==> src/rtl/mgmt_pkg.sv <==
// Shared frame geometry, opcodes and phase encoding for the management bus master.
// Assumes clause-22 framing: preamble, start, opcode, two 5-bit addresses,
// two turnaround bits, 16 data bits.
package mgmt_pkg;
    localparam int PRE_LEN    = 32;
    localparam int ADDR_W     = 5;
    localparam int DATA_W     = 16;
    localparam int RECOV_LEN  = 32;
    localparam int TRAIL_LEN  = 1;

    localparam int HDR_LEN     = PRE_LEN + 4 + 2 * ADDR_W;       // bits driven by both frame kinds
    localparam int TA_LAST     = HDR_LEN + 1;                     // second turnaround bit
    localparam int DATA_FIRST  = HDR_LEN + 2;
    localparam int DATA_LAST   = DATA_FIRST + DATA_W - 1;
    localparam int FRAME_LAST  = DATA_LAST + TRAIL_LEN;
    localparam int ABSENT_LAST = TA_LAST + RECOV_LEN;
    localparam int SHIFT_W     = HDR_LEN + 2 + DATA_W;
    localparam int BIT_W       = $clog2(ABSENT_LAST + 1);

    localparam logic [1:0] START_BITS = 2'b01;
    localparam logic [1:0] OP_READ    = 2'b10;
    localparam logic [1:0] OP_WRITE   = 2'b01;
    localparam logic [1:0] TA_DRIVE   = 2'b10;

    typedef enum logic [1:0] {PH_IDLE, PH_LOW, PH_HIGH} phase_t;
endpackage

==> src/rtl/mgmt_tick_gen.sv <==
// Half-period timer: pulses tick once every half_len+1 cycles while run is high.
// Assumes half_len is held steady by the caller for the whole frame.
module mgmt_tick_gen #(
    parameter int DIV_W = 8
) (
    input  logic             clk,
    input  logic             rst_n,
    input  logic             run,
    input  logic [DIV_W-1:0] half_len,
    output logic             tick
);
    logic [DIV_W-1:0] cnt;

    assign tick = run && (cnt == half_len);

    // Count cycles inside the current half period, restarting on each tick.
    always_ff @(posedge clk) begin
        if (!rst_n || !run) begin
            cnt <= '0;
        end else if (tick) begin
            cnt <= '0;
        end else begin
            cnt <= cnt + 1'b1;
        end
    end
endmodule

==> src/rtl/mgmt_tx_shift.sv <==
// Outgoing frame register: loaded whole at acceptance, shifted out MSB first.
// Assumes shift is asserted once per bit, at the end of the bit.
module mgmt_tx_shift #(
    parameter int W = 64
) (
    input  logic         clk,
    input  logic         rst_n,
    input  logic         load,
    input  logic [W-1:0] load_val,
    input  logic         shift,
    output logic         msb
);
    logic [W-1:0] q;

    assign msb = q[W-1];

    // Hold, load or advance the outgoing bit stream.
    always_ff @(posedge clk) begin
        if (!rst_n) begin
            q <= '0;
        end else if (load) begin
            q <= load_val;
        end else if (shift) begin
            q <= {q[W-2:0], 1'b0};
        end
    end
endmodule

==> src/rtl/mgmt_rx_capture.sv <==
// Incoming data register: appends one sampled bit per capture strobe, MSB first.
// Assumes the caller strobes exactly W times per read.
module mgmt_rx_capture #(
    parameter int W = 16
) (
    input  logic         clk,
    input  logic         rst_n,
    input  logic         cap,
    input  logic         din,
    output logic [W-1:0] word
);
    // Shift in the sampled line level.
    always_ff @(posedge clk) begin
        if (!rst_n) begin
            word <= '0;
        end else if (cap) begin
            word <= {word[W-2:0], din};
        end
    end
endmodule

==> src/rtl/mgmt_frame_ctrl.sv <==
// Frame sequencer: walks the bit index through low and high halves of the
// management clock. It decides driver enable, sampling, turnaround checking,
// recovery length and completion.
// Assumes tick comes from a timer that runs only while busy.
module mgmt_frame_ctrl
    import mgmt_pkg::*;
#(
    parameter int DIV_W = 8
) (
    input  logic              clk,
    input  logic              rst_n,
    input  logic              req_valid,
    input  logic              req_write,
    input  logic [DIV_W-1:0]  div_in,
    input  logic              tick,
    input  logic              md_in,
    input  logic [DATA_W-1:0] rx_word,
    output logic [DIV_W-1:0]  div_q,
    output logic              load,
    output logic              shift,
    output logic              cap,
    output logic              busy,
    output logic              done,
    output logic              mdc,
    output logic              md_oe,
    output logic [DATA_W-1:0] rd_data,
    output logic              no_resp
);
    localparam logic [BIT_W-1:0] TA_IDX     = BIT_W'(TA_LAST);
    localparam logic [BIT_W-1:0] DFIRST_IDX = BIT_W'(DATA_FIRST);
    localparam logic [BIT_W-1:0] DLAST_IDX  = BIT_W'(DATA_LAST);
    localparam logic [BIT_W-1:0] FLAST_IDX  = BIT_W'(FRAME_LAST);
    localparam logic [BIT_W-1:0] ALAST_IDX  = BIT_W'(ABSENT_LAST);
    localparam logic [BIT_W-1:0] HDR_IDX    = BIT_W'(HDR_LEN);

    phase_t           phase;
    logic [BIT_W-1:0] bitcnt;
    logic             is_wr;
    logic             absent;
    logic [BIT_W-1:0] last_idx;
    logic [BIT_W-1:0] drive_end;

    assign busy      = (phase != PH_IDLE);
    assign mdc       = (phase == PH_HIGH);
    assign load      = (phase == PH_IDLE) && req_valid;
    assign shift     = (phase == PH_HIGH) && tick;
    assign last_idx  = (!is_wr && absent) ? ALAST_IDX : FLAST_IDX;
    assign drive_end = is_wr ? FLAST_IDX : HDR_IDX;
    assign md_oe     = busy && (bitcnt < drive_end);

    // Strobe data capture at the rising clock edge of each read data bit.
    always_comb begin
        cap = 1'b0;
        if ((phase == PH_LOW) && tick && !is_wr &&
            (bitcnt >= DFIRST_IDX) && (bitcnt <= DLAST_IDX)) begin
            cap = 1'b1;
        end
    end

    // Sequence phases and bits, detect a silent target and post results.
    always_ff @(posedge clk) begin
        if (!rst_n) begin
            phase   <= PH_IDLE;
            bitcnt  <= '0;
            is_wr   <= 1'b0;
            absent  <= 1'b0;
            div_q   <= '0;
            done    <= 1'b0;
            rd_data <= '0;
            no_resp <= 1'b0;
        end else begin
            done <= 1'b0;
            unique case (phase)
                PH_IDLE: begin
                    if (req_valid) begin
                        phase  <= PH_LOW;
                        bitcnt <= '0;
                        is_wr  <= req_write;
                        absent <= 1'b0;
                        div_q  <= div_in;
                    end
                end
                PH_LOW: begin
                    if (tick) begin
                        phase <= PH_HIGH;
                        if (!is_wr && (bitcnt == TA_IDX) && md_in) begin
                            absent <= 1'b1;
                        end
                    end
                end
                PH_HIGH: begin
                    if (tick) begin
                        if (bitcnt == last_idx) begin
                            phase <= PH_IDLE;
                            done  <= 1'b1;
                            if (is_wr) begin
                                no_resp <= 1'b0;
                            end else begin
                                rd_data <= absent ? '1 : rx_word;
                                no_resp <= absent;
                            end
                        end else begin
                            phase  <= PH_LOW;
                            bitcnt <= bitcnt + 1'b1;
                        end
                    end
                end
                default: phase <= PH_IDLE;
            endcase
        end
    end
endmodule

==> src/rtl/mgmt_serial_master.sv <==
// Top of the management bus master: assembles the outgoing frame word and
// joins timer, shift registers and sequencer.
// Assumes md_in reflects the pin, including the master's own drive.
module mgmt_serial_master
    import mgmt_pkg::*;
#(
    parameter int DIV_W = 8
) (
    input  logic              clk,
    input  logic              rst_n,
    input  logic [DIV_W-1:0]  div_half,
    input  logic              req_valid,
    input  logic              req_write,
    input  logic [ADDR_W-1:0] req_dev,
    input  logic [ADDR_W-1:0] req_reg,
    input  logic [DATA_W-1:0] req_wdata,
    output logic              busy,
    output logic              done,
    output logic [DATA_W-1:0] rd_data,
    output logic              no_resp,
    output logic              mdc,
    output logic              md_out,
    output logic              md_oe,
    input  logic              md_in
);
    logic [SHIFT_W-1:0] frame_word;
    logic [DIV_W-1:0]   div_q;
    logic               tick, load, shift, cap, tx_msb;
    logic [DATA_W-1:0]  rx_word;

    assign frame_word = {{PRE_LEN{1'b1}}, START_BITS,
                         (req_write ? OP_WRITE : OP_READ),
                         req_dev, req_reg, TA_DRIVE, req_wdata};
    assign md_out = tx_msb & md_oe;

    mgmt_tick_gen #(.DIV_W(DIV_W)) u_tick (
        .clk(clk), .rst_n(rst_n), .run(busy), .half_len(div_q), .tick(tick)
    );

    mgmt_tx_shift #(.W(SHIFT_W)) u_tx (
        .clk(clk), .rst_n(rst_n), .load(load), .load_val(frame_word),
        .shift(shift), .msb(tx_msb)
    );

    mgmt_rx_capture #(.W(DATA_W)) u_rx (
        .clk(clk), .rst_n(rst_n), .cap(cap), .din(md_in), .word(rx_word)
    );

    mgmt_frame_ctrl #(.DIV_W(DIV_W)) u_ctrl (
        .clk(clk), .rst_n(rst_n), .req_valid(req_valid), .req_write(req_write),
        .div_in(div_half), .tick(tick), .md_in(md_in), .rx_word(rx_word),
        .div_q(div_q), .load(load), .shift(shift), .cap(cap), .busy(busy),
        .done(done), .mdc(mdc), .md_oe(md_oe), .rd_data(rd_data), .no_resp(no_resp)
    );
endmodule

==> config.mk <==
export PLATFORM = sky130hd
export DESIGN_NAME = mgmt_serial_master
export DESIGN_NICKNAME = d
export VERILOG_FILES = /design/src/rtl/mgmt_pkg.sv /design/src/rtl/mgmt_tick_gen.sv /design/src/rtl/mgmt_tx_shift.sv /design/src/rtl/mgmt_rx_capture.sv /design/src/rtl/mgmt_frame_ctrl.sv /design/src/rtl/mgmt_serial_master.sv
export SDC_FILE = /design/constraint.sdc
export NUM_CORES = 1
export LEC_CHECK = 0
export CORE_MARGIN = 4
export CORE_UTILIZATION = 56
export DETAILED_ROUTE_END_ITERATION = 7
export DONT_BUFFER_PORTS = 1
export GPL_TIMING_DRIVEN = 0
export PLACE_DENSITY = 0.74
export SETUP_SLACK_MARGIN = 0.1
export SLEW_MARGIN = 20
export SYNTH_ARGS = -nofsm -noshare
export SYNTH_HDL_FRONTEND = slang
export SYNTH_SLANG_ARGS = --single-unit
export TNS_END_PERCENT = 20
==> constraint.sdc <==
create_clock -name clk -period 2 [get_ports clk]
set_clock_uncertainty 0.05 [all_clocks]
set_input_delay 0.1 -clock clk [delete_from_list [all_inputs] [get_ports clk]]
set_output_delay 0.1 -clock clk [all_outputs]
set_load 0.01 [all_outputs]
==> results of run 1 <==
[Yosys cell counts, drive strengths merged (3+ instances only)]
library cell  instances
o21a                 26
nand2b                3
nand2                59
nor4                  3
nand4                 3
and3                 25
nand3                27
xor2                  5
buf                   7
o21ai                25
a31oi                 7
a21oi                15
o221a                15
nor3                 74
xnor2                 9
clkbuf               40
and4                  3
o41ai                 3
inv                   7
ha                    7
a22o                 22
dfxtp               125
nor2                 49
[metal layers]
metal | routed length [um] | up-vias | GRT usage
met5 | 0 | - | 0
met4 | 423 | 0 | 0.1155
met3 | 929 | 45 | 0.06170
met1 | 5822 | 2288 | 0.3196
li1 | - | 2234 | -
met2 | 7150 | 194 | 0.4549
[power groups by stage]
stage	registers (mW)	logic (mW)	clock network, mW
4_1_cts	2.78	0.769	3.20
6_report	2.79	0.864	3.21
5_1_grt	2.81	0.947	3.33
2_1_floorplan	2.79	0.492	0
3_3_place_gp	2.82	0.601	0
3_5_place_dp	2.83	0.626	0
[cells by family after synthesis]
group                    after synthesis
AO/OA/AOI/OAI                        122
XOR/XNOR                              14
adder cells (fa/ha/maj)                7
buffers and inverters                 54
flip-flops                           125
multiplexers                           3
AND/OR/NAND/NOR                      255
[critical path, stage by stage (launching register included)]
cell                      delay (ns)
sky130_fd_sc_hd__dfxtp_4        0.38
sky130_fd_sc_hd__nor4_4         0.32
sky130_fd_sc_hd__mux2i_1        0.17
sky130_fd_sc_hd__or4_1          0.45
sky130_fd_sc_hd__or3_4          0.40
sky130_fd_sc_hd__buf_6          0.14
sky130_fd_sc_hd__buf_8          0.13
sky130_fd_sc_hd__o221a_1        0.20
[flip-flops by register name, indices dropped and copies added (netlist names)]
signal and flops:
u_ctrl.absent 1, u_ctrl.bitcnt 7, u_ctrl.div_q 8, u_ctrl.done 1, u_ctrl.is_wr 1, u_ctrl.no_resp 1, u_ctrl.phase 2, u_ctrl.rd_data 16
u_rx.word 16, u_tick.cnt 8, u_tx.q 64
[timing repair]
action                                  in CTS  in global routing
endpoints found under the setup margin     116                110
hold endpoints to repair                    39                  0
buffers inserted                            10                  9
cloned                                       0                  0
hold buffers                                36                  0
pin swaps                                    8                 15
resized for setup                           68                 62
[metrics by stage]
step	setup TNS [ns]	hold WS (ns)	util	setup WS (ns)
after floorplan	-1.071	0.1804	-	-0.09950
after global placement	-25.73	0.1915	0.5965	-0.5528
after detailed placement	-31.22	0.1937	0.5965	-0.5882
after CTS	-2.909	0.05719	0.7384	-0.2235
after global routing	-6.279	0.1096	0.7718	-0.4181
final	-5.140	0.08371	0.7718	-0.3618
[area by class of cell]
class	instances	area (um^2)	area share
buffer	47	289.0	0.04273
tap	108	135.1	0.01998
inverter	7	26.28	0.003885
timing repair buffer	55	506.7	0.07492
clock buffer	24	480.5	0.07103
multi-input combinational	401	2664	0.3938
sequential	125	2530	0.3740
clock inverter	6	132.6	0.01961
[path summary, 6_finish.rpt]
path	startpoint	end	depth (start not counted)
worst min register to register	u_rx.word[10]	u_rx.word[10]	2
worst max register to register	u_ctrl.bitcnt[0]	u_ctrl.rd_data[14]	7
worst max-delay path	u_ctrl.bitcnt[0]	u_ctrl.rd_data[14]	7
worst min-delay path	req_valid	u_ctrl.absent	4
==> run_summary.xml, run 1 <==
<?xml version="1.0" encoding="UTF-8"?>
<metrics>
  <group name="job">
    <metric name="maxCapViolations" unit="">0</metric>
  </group>
  <group name="placed_design">
    <metric name="placed_cells" unit="">688</metric>
    <metric name="hpwlAfterDp" unit="mm">8.285</metric>
    <metric name="gp_congestion" unit="">0.8850</metric>
    <metric name="post_dp_cell_area" unit="um^2">5228</metric>
    <metric name="number_of_input_and_output_port_buffers_inserted" unit="">0</metric>
  </group>
  <group name="timing">
    <metric name="worst-slew-pin-transition" unit="ns">0.6755</metric>
    <metric name="finalWorstSetupSlack" unit="ns">-0.3618</metric>
    <metric name="report.final.setup_viol" unit="">18</metric>
    <metric name="slew_violations" unit="">0</metric>
    <metric name="fin_crit" unit="ns">2.362</metric>
    <metric name="timing.final.crit_share" unit="">1.181</metric>
    <metric name="max-slew-margin-rel" unit="">0.5497</metric>
    <metric name="maxClockFrequency" unit="MHz">423.4</metric>
    <metric name="setup_repair_after_global_routing_missed_its_margin" unit="">true</metric>
    <metric name="final-hold-violation-count" unit="">0</metric>
  </group>
  <group name="outcome">
    <metric name="outcome" unit="">finished, violations left</metric>
    <metric name="violations" unit="">negative setup slack</metric>
  </group>
  <group name="global_route">
    <metric name="grt_pass1_wl" unit="mm">22.36</metric>
    <metric name="grt_start_max_net_pins" unit="">17</metric>
    <metric name="number_of_global_route_vias_before_repair" unit="">4671</metric>
    <metric name="grtUsageTotal" unit="">0.2658</metric>
    <metric name="globalRoute.totalOverflow" unit="">0</metric>
    <metric name="grt_antenna_before_repair" unit="">0</metric>
  </group>
  <group name="yosys">
    <metric name="synth_flop_cell" unit="">sky130_fd_sc_hd__dfxtp_1</metric>
    <metric name="post_synth_mux_area_share" unit="">0.006155</metric>
    <metric name="post_synth_edffs" unit="">0</metric>
    <metric name="synth_top_family_by_area" unit="">simple AND/OR/NAND/NOR gates</metric>
    <metric name="ys_top_cells_by_area" unit="">sky130_fd_sc_hd__dfxtp_1 49%, sky130_fd_sc_hd__nor3_1 7.2%, sky130_fd_sc_hd__nand2_1 4.4%</metric>
    <metric name="yosys_register_bits" unit="">125</metric>
    <metric name="synth_area" unit="um^2">5082</metric>
    <metric name="synth_simple_gate_area_frac" unit="">0.2415</metric>
    <metric name="synth_async_sr_flop_share" unit="">0</metric>
    <metric name="synthesis.area_per_instance" unit="um^2">8.763</metric>
    <metric name="synth_top_area_cell" unit="">sky130_fd_sc_hd__dfxtp_1</metric>
    <metric name="netlist_instances" unit="">580</metric>
    <metric name="synthDistinctLibCells" unit="">45</metric>
    <metric name="synthesis.nets" unit="">626</metric>
    <metric name="synth-compound-area-share" unit="">0.1768</metric>
    <metric name="synth.top_cell.area_share" unit="">0.4924</metric>
    <metric name="sequential_share_of_the_synthesized_area" unit="">0.4924</metric>
    <metric name="synth-warning-count" unit="">0</metric>
    <metric name="synthXorXnorAreaFrac" unit="">0.02413</metric>
    <metric name="synthAdderAreaFrac" unit="">0.01723</metric>
  </group>
  <group name="finish">
    <metric name="area_growth_syn_to_layout" unit="%">33.09</metric>
    <metric name="post_route_cells_drive_above_1_share" unit="">0.2000</metric>
    <metric name="postLayoutCellArea" unit="um^2">6764</metric>
    <metric name="layout_commonest_cell" unit="">sky130_fd_sc_hd__dfxtp_1</metric>
    <metric name="layout.cells.most_common_list" unit="">111 x sky130_fd_sc_hd__dfxtp_1, 71 x sky130_fd_sc_hd__nor3_1, 59 x sky130_fd_sc_hd__nand2_1, 46 x sky130_fd_sc_hd__nor2_1, 36 x sky130_fd_sc_hd__dlygate4sd3_1</metric>
    <metric name="fill_cells" unit="">551</metric>
    <metric name="num_antenna_cells" unit="">0</metric>
    <metric name="finalNetCount" unit="">700</metric>
    <metric name="final_cells" unit="">773</metric>
  </group>
  <group name="routing">
    <metric name="routed_wirelength" unit="mm">14.33</metric>
    <metric name="viasPerCell" unit="">6.159</metric>
    <metric name="iter_0_drt_violations" unit="">309</metric>
    <metric name="ant_nets" unit="">0</metric>
    <metric name="average_detailed_routed_wire_length_per_instance" unit="um">18.53</metric>
    <metric name="vias" unit="">4761</metric>
    <metric name="route.detailed.drc" unit="">0</metric>
    <metric name="number_of_search_and_repair_iterations_in_the_first_detailed_routing_pass" unit="">5</metric>
  </group>
  <group name="power_and_ir_drop">
    <metric name="total_power" unit="mW">6.863</metric>
    <metric name="comb_power_share" unit="">0.126</metric>
    <metric name="sequentialPowerShare" unit="">0.407</metric>
    <metric name="p_sw_frac" unit="">0.2415</metric>
    <metric name="power_dens_cells" unit="nW/um^2">1015</metric>
    <metric name="vdd_ir_drop_max" unit="V">0.0005992</metric>
    <metric name="power_switching" unit="mW">1.657</metric>
    <metric name="power_frac_clock" unit="">0.467</metric>
    <metric name="power.static_leakage" unit="nW">2.642</metric>
    <metric name="power_report.internal_total" unit="mW">5.206</metric>
  </group>
  <group name="floorplan">
    <metric name="die-width" unit="um">103.3</metric>
    <metric name="placement_rows" unit="">34</metric>
    <metric name="top_level_ports" unit="">61</metric>
    <metric name="die-height" unit="um">103.3</metric>
    <metric name="initial_utilization" unit="">0.5800</metric>
    <metric name="core_area" unit="um^2">8763</metric>
    <metric name="die_area" unit="um^2">10660</metric>
  </group>
  <group name="cts">
    <metric name="cts.path.max_buffers" unit="">2</metric>
    <metric name="cts.reportedPaths.clkPinSlew" unit="ns">0.06</metric>
    <metric name="tritoncts" unit="">yes</metric>
    <metric name="clk_latency" unit="ns">0.51</metric>
    <metric name="cts_num_sinks" unit="">125</metric>
    <metric name="cts-htree-levels" unit="">4</metric>
    <metric name="number_of_buffers_created_by_cts" unit="">17</metric>
    <metric name="cts.root.buffer_cell" unit="">sky130_fd_sc_hd__clkbuf_8</metric>
  </group>
  <group name="critical_path">
    <metric name="setup.worst_path.start_class" unit="">flip-flop</metric>
    <metric name="crit_required" unit="ns">2.35</metric>
    <metric name="regToRegSetupSlack" unit="ns">-0.36</metric>
    <metric name="critPathKind" unit="">reg -&gt; reg</metric>
    <metric name="worst-endpoint-arrival" unit="ns">2.71</metric>
    <metric name="setup.worst_path.end_class" unit="">flip-flop</metric>
    <metric name="worst-path-max-fanout" unit="">10</metric>
  </group>
  <group name="worst_hold_path">
    <metric name="kind_of_path_behind_the_tightest_hold_check" unit="">in -&gt; reg</metric>
  </group>
</metrics>
No activity file was read; power rests on OpenSTA's default activity.
==> inputs of run 2 (changes only) <==
- REMOVE_ABC_BUFFERS: default -> 1
==> run 2 against run 1 <==
  * The flow still finishes with violations (negative setup slack)
  * Final cell count fell by 4.8%
  * Critical endpoint is now u_ctrl.rd_data[3]
  * Largest power group unchanged
  * Power fell by 1.8%
  * Clock power is 1% lower
  * Largest cell class unchanged
  * Sequential cell count stayed put
==> run_summary.xml, run 2 (synthesized netlist as in run 1, its figures left out) <==
<?xml version="1.0" encoding="UTF-8"?>
<metrics>
  <group name="placed_design">
    <metric name="post_dp_cell_area" unit="um^2">5142</metric>
    <metric name="number_of_input_and_output_port_buffers_inserted" unit="">0</metric>
    <metric name="hpwlAfterDp" unit="mm">6.473</metric>
    <metric name="gp_congestion" unit="">0.9101</metric>
  </group>
  <group name="routing">
    <metric name="route.detailed.drc" unit="">0</metric>
    <metric name="iter_0_drt_violations" unit="">285</metric>
    <metric name="vias" unit="">4475</metric>
    <metric name="average_detailed_routed_wire_length_per_instance" unit="um">17.38</metric>
    <metric name="ant_nets" unit="">0</metric>
    <metric name="number_of_search_and_repair_iterations_in_the_first_detailed_routing_pass" unit="">5</metric>
    <metric name="routed_wirelength" unit="mm">12.79</metric>
    <metric name="viasPerCell" unit="">6.080</metric>
  </group>
  <group name="finish">
    <metric name="num_antenna_cells" unit="">0</metric>
    <metric name="largest_register" unit="">u_tx.q</metric>
    <metric name="fill_cells" unit="">563</metric>
    <metric name="post_route_cells_drive_above_1_share" unit="">0.1704</metric>
    <metric name="max_reg_flops" unit="">64</metric>
    <metric name="reg_top3" unit="">u_tx.q (64), u_ctrl.rd_data (16), u_rx.word (16)</metric>
    <metric name="postLayoutCellArea" unit="um^2">6599</metric>
    <metric name="area_growth_syn_to_layout" unit="%">29.84</metric>
    <metric name="finalNetCount" unit="">662</metric>
    <metric name="layout_commonest_cell" unit="">sky130_fd_sc_hd__dfxtp_1</metric>
    <metric name="layout.cells.most_common_list" unit="">110 x sky130_fd_sc_hd__dfxtp_1, 71 x sky130_fd_sc_hd__nor3_1, 58 x sky130_fd_sc_hd__nand2_1, 47 x sky130_fd_sc_hd__nor2_1, 37 x sky130_fd_sc_hd__dlygate4sd3_1</metric>
  </group>
  <group name="timing">
    <metric name="report.final.setup_viol" unit="">18</metric>
    <metric name="worst-slew-pin-transition" unit="ns">0.9428</metric>
    <metric name="maxClockFrequency" unit="MHz">456.5</metric>
    <metric name="max-slew-margin-rel" unit="">0.3705</metric>
    <metric name="slew_violations" unit="">0</metric>
    <metric name="finalWorstSetupSlack" unit="ns">-0.1908</metric>
    <metric name="timing.final.crit_share" unit="">1.095</metric>
    <metric name="fin_setup_tns" unit="ns">-2.494</metric>
    <metric name="final-hold-violation-count" unit="">0</metric>
    <metric name="fin_crit" unit="ns">2.191</metric>
    <metric name="setup_repair_after_global_routing_missed_its_margin" unit="">true</metric>
  </group>
  <group name="floorplan">
    <metric name="die_area" unit="um^2">10660</metric>
    <metric name="placement_rows" unit="">34</metric>
    <metric name="top_level_ports" unit="">61</metric>
    <metric name="initial_utilization" unit="">0.5800</metric>
    <metric name="die-height" unit="um">103.3</metric>
    <metric name="core_area" unit="um^2">8763</metric>
    <metric name="die-width" unit="um">103.3</metric>
  </group>
  <group name="worst_hold_path">
    <metric name="kind_of_path_behind_the_tightest_hold_check" unit="">in -&gt; reg</metric>
    <metric name="number_of_instances_on_the_worst_hold_path" unit="">3</metric>
  </group>
  <group name="critical_path">
    <metric name="crit_family" unit="">simple AND/OR/NAND/NOR gates</metric>
    <metric name="worst-endpoint-arrival" unit="ns">2.53</metric>
    <metric name="setup.worst_path.end_class" unit="">flip-flop</metric>
    <metric name="setup.worst_path.start_class" unit="">flip-flop</metric>
    <metric name="critPathKind" unit="">reg -&gt; reg</metric>
    <metric name="crit_required" unit="ns">2.34</metric>
    <metric name="critical_path.max_stage_delay" unit="ns">0.52</metric>
    <metric name="timing.critical_path.depth" unit="">5</metric>
    <metric name="cp_cell_sequence" unit="">and4_1, mux2i_1, or4_4, or3_4, o221a_2</metric>
    <metric name="cp_num_buf_inv" unit="">0</metric>
    <metric name="worst-path-max-fanout" unit="">8</metric>
    <metric name="worst_case_reg_to_reg_path_depth" unit="">5</metric>
    <metric name="critical_path_slowest_stage_cell" unit="">sky130_fd_sc_hd__or4_4</metric>
  </group>
  <group name="power_and_ir_drop">
    <metric name="vdd_ir_drop_max" unit="V">0.0005337</metric>
    <metric name="power.static_leakage" unit="nW">2.584</metric>
    <metric name="power_dens_cells" unit="nW/um^2">1022</metric>
  </group>
  <group name="global_route">
    <metric name="number_of_global_route_vias_before_repair" unit="">4286</metric>
    <metric name="grt_start_max_net_pins" unit="">82</metric>
    <metric name="grt_antenna_before_repair" unit="">0</metric>
    <metric name="grt_pass1_wl" unit="mm">20.69</metric>
    <metric name="globalRoute.totalOverflow" unit="">0</metric>
    <metric name="grtUsageTotal" unit="">0.2450</metric>
  </group>
  <group name="cts">
    <metric name="cts.root.buffer_cell" unit="">sky130_fd_sc_hd__clkbuf_8</metric>
    <metric name="cts.path.max_buffers" unit="">2</metric>
    <metric name="cts-htree-levels" unit="">4</metric>
    <metric name="number_of_buffers_created_by_cts" unit="">17</metric>
    <metric name="tritoncts" unit="">yes</metric>
    <metric name="cts_num_sinks" unit="">125</metric>
    <metric name="clk_latency" unit="ns">0.50</metric>
    <metric name="cts.reportedPaths.clkPinSlew" unit="ns">0.06</metric>
  </group>
  <group name="outcome">
    <metric name="violations" unit="">negative setup slack</metric>
    <metric name="outcome" unit="">finished, violations left</metric>
  </group>
  <group name="job">
    <metric name="maxCapViolations" unit="">0</metric>
  </group>
</metrics>
[run 2: worst paths after layout]
check | start | to | slack (ns)
max | u_ctrl.bitcnt[0] | u_ctrl.rd_data[3] | -0.19
min | req_valid | u_ctrl.div_q[2] | 0.02
min reg2reg | u_tx.q[31] | u_tx.q[31] | 0.40
max reg2reg | u_ctrl.bitcnt[0] | u_ctrl.rd_data[3] | -0.19
[run 2: what timing repair did]
action	CTS	global route
endpoints found under the hold margin	85	0
endpoints found under the setup margin	98	85
buffers inserted	13	3
pin swaps	13	25
hold buffers	38	0
gates cloned	3	1
resized for setup	40	29
[run 2: power by group]
group          switching, mW  internal, mW  leakage (nW)  total, mW
combinational          0.439         0.360          1.26      0.799
sequential             0.112          2.67          1.03       2.78
clock                   1.09          2.08         0.293       3.17
total                   1.64          5.10          2.58       6.74
[run 2: worst min-delay path: stages]
cell and delay, ns:
sky130_fd_sc_hd__and2_4 0.26, sky130_fd_sc_hd__nand2_1 0.11, sky130_fd_sc_hd__a21oi_1 0.05
[run 2: metal layers]
metal	wire, um	GRT usage
met1	5511	0.3032
met2	6441	0.4055
met3	704	0.06908
met4	135	0.09562
met5	0	0
[run 2: per-stage QoR]
stage          total power, mW  hold WS [ns]  setup WS [ns]  utilization  std cells
2_1_floorplan            3.248        0.1662         -2.860            -        533
3_3_place_gp             3.361        0.1822         -4.904       0.5741        641
3_5_place_dp             3.400        0.1841        -0.5015       0.5868        648
4_1_cts                  6.735      0.002747        -0.1832       0.7340        733
5_1_grt                  6.998       0.03748        -0.2209       0.7530        736
6_report                 6.742       0.01557        -0.1908       0.7530        736
[run 2: layout make-up]
type	count	area, um^2	share of cell area
Clock inverter	11	166.4	0.02522
Multi-Input combinational cell	403	2599	0.3938
Inverter	7	26.28	0.003982
Tap cell	108	135.1	0.02048
Sequential cell	125	2539	0.3847
Clock buffer	20	445.4	0.06750
Timing Repair Buffer	62	688.2	0.1043
==> inputs of run 3 (changes only) <==
- BUFFER_PORTS_ARGS: default -> -buffer_cell sky130_fd_sc_hd__buf_2
- CORE_UTILIZATION: 56 -> 52
- DONT_BUFFER_PORTS: 1 -> default
- PLACE_DENSITY: 0.74 -> 0.75
- TNS_END_PERCENT: 20 -> default
==> run 3 against run 2 <==
  * The flow still finishes with violations (negative setup slack)
  * Combinational power grew 16%
  * Critical path depth grew 2
  * Sequential cell count is the same
  * Worst setup slack lost 0.16 ns
  * Utilization grew 0.78 points
  * Clock power shrank 4%
  * Global-route usage grew 0.97 points
  * Via count grew 12%
  * Worst hold slack gained 0.13 ns
  * Maximum frequency shrank 6.9%
  * Count of clock-buffer cells in the layout is the same
  * Critical path type unchanged
  * Largest power group unchanged
==> run_summary.xml, run 3 (synthesized netlist as in run 1, its figures left out) <==
<?xml version="1.0" encoding="UTF-8"?>
<metrics>
  <group name="critical_path">
    <metric name="worst-path-max-fanout" unit="">8</metric>
    <metric name="crit_family" unit="">simple AND/OR/NAND/NOR gates</metric>
    <metric name="setup.worst_path.start_class" unit="">flip-flop</metric>
    <metric name="worst-endpoint-arrival" unit="ns">2.71</metric>
    <metric name="crit_required" unit="ns">2.35</metric>
    <metric name="cp_cell_sequence" unit="">buf_12, buf_8, nand2b_4, mux2i_2, or4_4, or3_4, o221a_2</metric>
    <metric name="regToRegSetupSlack" unit="ns">-0.35</metric>
    <metric name="critical_path_slowest_stage_cell" unit="">sky130_fd_sc_hd__or4_4</metric>
    <metric name="cp_num_buf_inv" unit="">2</metric>
    <metric name="setup.worst_path.end_class" unit="">flip-flop</metric>
    <metric name="critPathKind" unit="">reg -&gt; reg</metric>
    <metric name="critical_path.max_stage_delay" unit="ns">0.53</metric>
  </group>
  <group name="cts">
    <metric name="tritoncts" unit="">yes</metric>
    <metric name="cts.reportedPaths.clkPinSlew" unit="ns">0.06</metric>
    <metric name="cts.path.max_buffers" unit="">2</metric>
    <metric name="cts_num_sinks" unit="">125</metric>
    <metric name="cts.root.buffer_cell" unit="">sky130_fd_sc_hd__clkbuf_8</metric>
    <metric name="cts-htree-levels" unit="">4</metric>
    <metric name="number_of_buffers_created_by_cts" unit="">17</metric>
    <metric name="clk_latency" unit="ns">0.52</metric>
  </group>
  <group name="global_route">
    <metric name="grt_pass1_wl" unit="mm">23.29</metric>
    <metric name="grt_start_max_net_pins" unit="">83</metric>
    <metric name="number_of_global_route_vias_before_repair" unit="">4924</metric>
    <metric name="grt_antenna_before_repair" unit="">0</metric>
    <metric name="globalRoute.totalOverflow" unit="">0</metric>
    <metric name="grtUsageTotal" unit="">0.2547</metric>
  </group>
  <group name="power_and_ir_drop">
    <metric name="power.static_leakage" unit="nW">2.904</metric>
    <metric name="vdd_ir_drop_max" unit="V">0.0006713</metric>
    <metric name="power_frac_clock" unit="">0.450</metric>
    <metric name="power_report.internal_total" unit="mW">5.007</metric>
    <metric name="p_sw_frac" unit="">0.2573</metric>
    <metric name="sequentialPowerShare" unit="">0.413</metric>
    <metric name="comb_power_share" unit="">0.138</metric>
    <metric name="power_dens_cells" unit="nW/um^2">945.7</metric>
    <metric name="power_switching" unit="mW">1.735</metric>
  </group>
  <group name="routing">
    <metric name="viasPerCell" unit="">5.998</metric>
    <metric name="average_detailed_routed_wire_length_per_instance" unit="um">17.99</metric>
    <metric name="routed_wirelength" unit="mm">15.05</metric>
    <metric name="route.detailed.drc" unit="">0</metric>
    <metric name="ant_nets" unit="">0</metric>
    <metric name="vias" unit="">5020</metric>
    <metric name="iter_0_drt_violations" unit="">394</metric>
    <metric name="number_of_search_and_repair_iterations_in_the_first_detailed_routing_pass" unit="">5</metric>
  </group>
  <group name="finish">
    <metric name="fill_cells" unit="">616</metric>
    <metric name="max_reg_flops" unit="">64</metric>
    <metric name="final_cells" unit="">837</metric>
    <metric name="largest_register" unit="">u_tx.q</metric>
    <metric name="num_antenna_cells" unit="">0</metric>
    <metric name="post_route_cells_drive_above_1_share" unit="">0.2839</metric>
    <metric name="layout_commonest_cell" unit="">sky130_fd_sc_hd__dfxtp_1</metric>
    <metric name="finalNetCount" unit="">741</metric>
    <metric name="reg_top3" unit="">u_tx.q (64), u_ctrl.rd_data (16), u_rx.word (16)</metric>
    <metric name="area_growth_syn_to_layout" unit="%">40.28</metric>
    <metric name="layout.cells.most_common_list" unit="">114 x sky130_fd_sc_hd__dfxtp_1, 70 x sky130_fd_sc_hd__nor3_1, 59 x sky130_fd_sc_hd__buf_2, 57 x sky130_fd_sc_hd__nand2_1, 47 x sky130_fd_sc_hd__nor2_1</metric>
  </group>
  <group name="timing">
    <metric name="slew_violations" unit="">0</metric>
    <metric name="worst-slew-pin-transition" unit="ns">0.8942</metric>
    <metric name="maxClockFrequency" unit="MHz">424.8</metric>
    <metric name="report.final.setup_viol" unit="">37</metric>
    <metric name="max-slew-margin-rel" unit="">0.4039</metric>
    <metric name="fin_crit" unit="ns">2.354</metric>
    <metric name="fin_setup_tns" unit="ns">-6.723</metric>
    <metric name="finalWorstSetupSlack" unit="ns">-0.3543</metric>
    <metric name="setup_repair_after_global_routing_missed_its_margin" unit="">true</metric>
    <metric name="timing.final.crit_share" unit="">1.177</metric>
    <metric name="final-hold-violation-count" unit="">0</metric>
  </group>
  <group name="floorplan">
    <metric name="die-height" unit="um">106.9</metric>
    <metric name="initial_utilization" unit="">0.5423</metric>
    <metric name="die_area" unit="um^2">11420</metric>
    <metric name="core_area" unit="um^2">9371</metric>
    <metric name="top_level_ports" unit="">61</metric>
    <metric name="placement_rows" unit="">35</metric>
    <metric name="die-width" unit="um">106.9</metric>
  </group>
  <group name="placed_design">
    <metric name="number_of_input_and_output_port_buffers_inserted" unit="">60</metric>
    <metric name="placed_cells" unit="">729</metric>
    <metric name="hpwlAfterDp" unit="mm">6.811</metric>
    <metric name="gp_congestion" unit="">0.9071</metric>
  </group>
  <group name="outcome">
    <metric name="outcome" unit="">finished, violations left</metric>
    <metric name="violations" unit="">negative setup slack</metric>
  </group>
  <group name="job">
    <metric name="maxCapViolations" unit="">0</metric>
  </group>
  <group name="worst_hold_path">
    <metric name="kind_of_path_behind_the_tightest_hold_check" unit="">in -&gt; reg</metric>
  </group>
</metrics>
==> run 3: path summary, 6_finish.rpt <==
path                      from           endpoint  cells past startpoint
setup / recovery  u_ctrl.is_wr  u_ctrl.rd_data[4]                      7
hold / removal       req_valid       u_ctrl.is_wr                      4
setup reg to reg  u_ctrl.is_wr  u_ctrl.rd_data[4]                      7
hold reg to reg     u_tx.q[15]         u_tx.q[16]                      2
==> run 3: per-stage QoR <==
stage          hold WS, ns    util  instance area, um^2  power, mW  setup WS [ns]
2_1_floorplan       0.1662       -                 4896      3.248         -2.860
3_3_place_gp        0.2924  0.5717                 5358      3.428         -4.787
3_5_place_dp        0.2951  0.5826                 5460      3.474        -0.6754
4_1_cts             0.1324  0.7418                 6952      6.660        -0.3276
5_1_grt             0.1869  0.7607                 7129      6.965        -0.3586
6_report            0.1478  0.7607                 7129      6.742        -0.3543
==> run 3: area by class of cell <==
class | count | area (um^2) | area share
inverters | 7 | 28.78 | 0.004037
well taps | 129 | 161.4 | 0.02264
repair buffers | 139 | 1121 | 0.1572
clock buffers | 20 | 435.4 | 0.06107
multi-input cells | 405 | 2714 | 0.3807
clock inverters | 12 | 145.1 | 0.02036
flip-flops and latches | 125 | 2524 | 0.3540
==> run 3: power by group through the flow <==
stage / Clock, mW / Sequential (mW) / Combinational [mW]
3_5_place_dp: 0 / 2.82 / 0.655
4_1_cts: 3.05 / 2.77 / 0.846
2_1_floorplan: 0 / 2.79 / 0.454
6_report: 3.03 / 2.78 / 0.927
3_3_place_gp: 0 / 2.81 / 0.618
5_1_grt: 3.16 / 2.80 / 1.00
==> run 3: routing by layer <==
layer,global-route usage,share of wire,up-vias
li1,-,-,2322
met2,0.4438,0.50,266
met1,0.2921,0.39,2365
met5,0,0,-
met4,0.1215,0.040,0
met3,0.06261,0.073,67
==> run 3: timing repair <==
| action | in CTS | in global routing |
|---|---|---|
| cloned | 6 | 1 |
| hold buffers | 36 | 0 |
| gates resized for setup | 83 | 29 |
| pin swaps | 42 | 17 |
| setup endpoints to repair | 108 | 82 |
| endpoints found under the hold margin | 39 | 0 |
| setup buffers | 26 | 8 |
==> run 3: worst reg2reg max path: stages, from the launching register on <==
cell	delay, ns
sky130_fd_sc_hd__dfxtp_4	0.37
sky130_fd_sc_hd__buf_12	0.14
sky130_fd_sc_hd__buf_8	0.12
sky130_fd_sc_hd__nand2b_4	0.14
sky130_fd_sc_hd__mux2i_2	0.18
sky130_fd_sc_hd__or4_4	0.53
sky130_fd_sc_hd__or3_4	0.47
sky130_fd_sc_hd__o221a_2	0.25
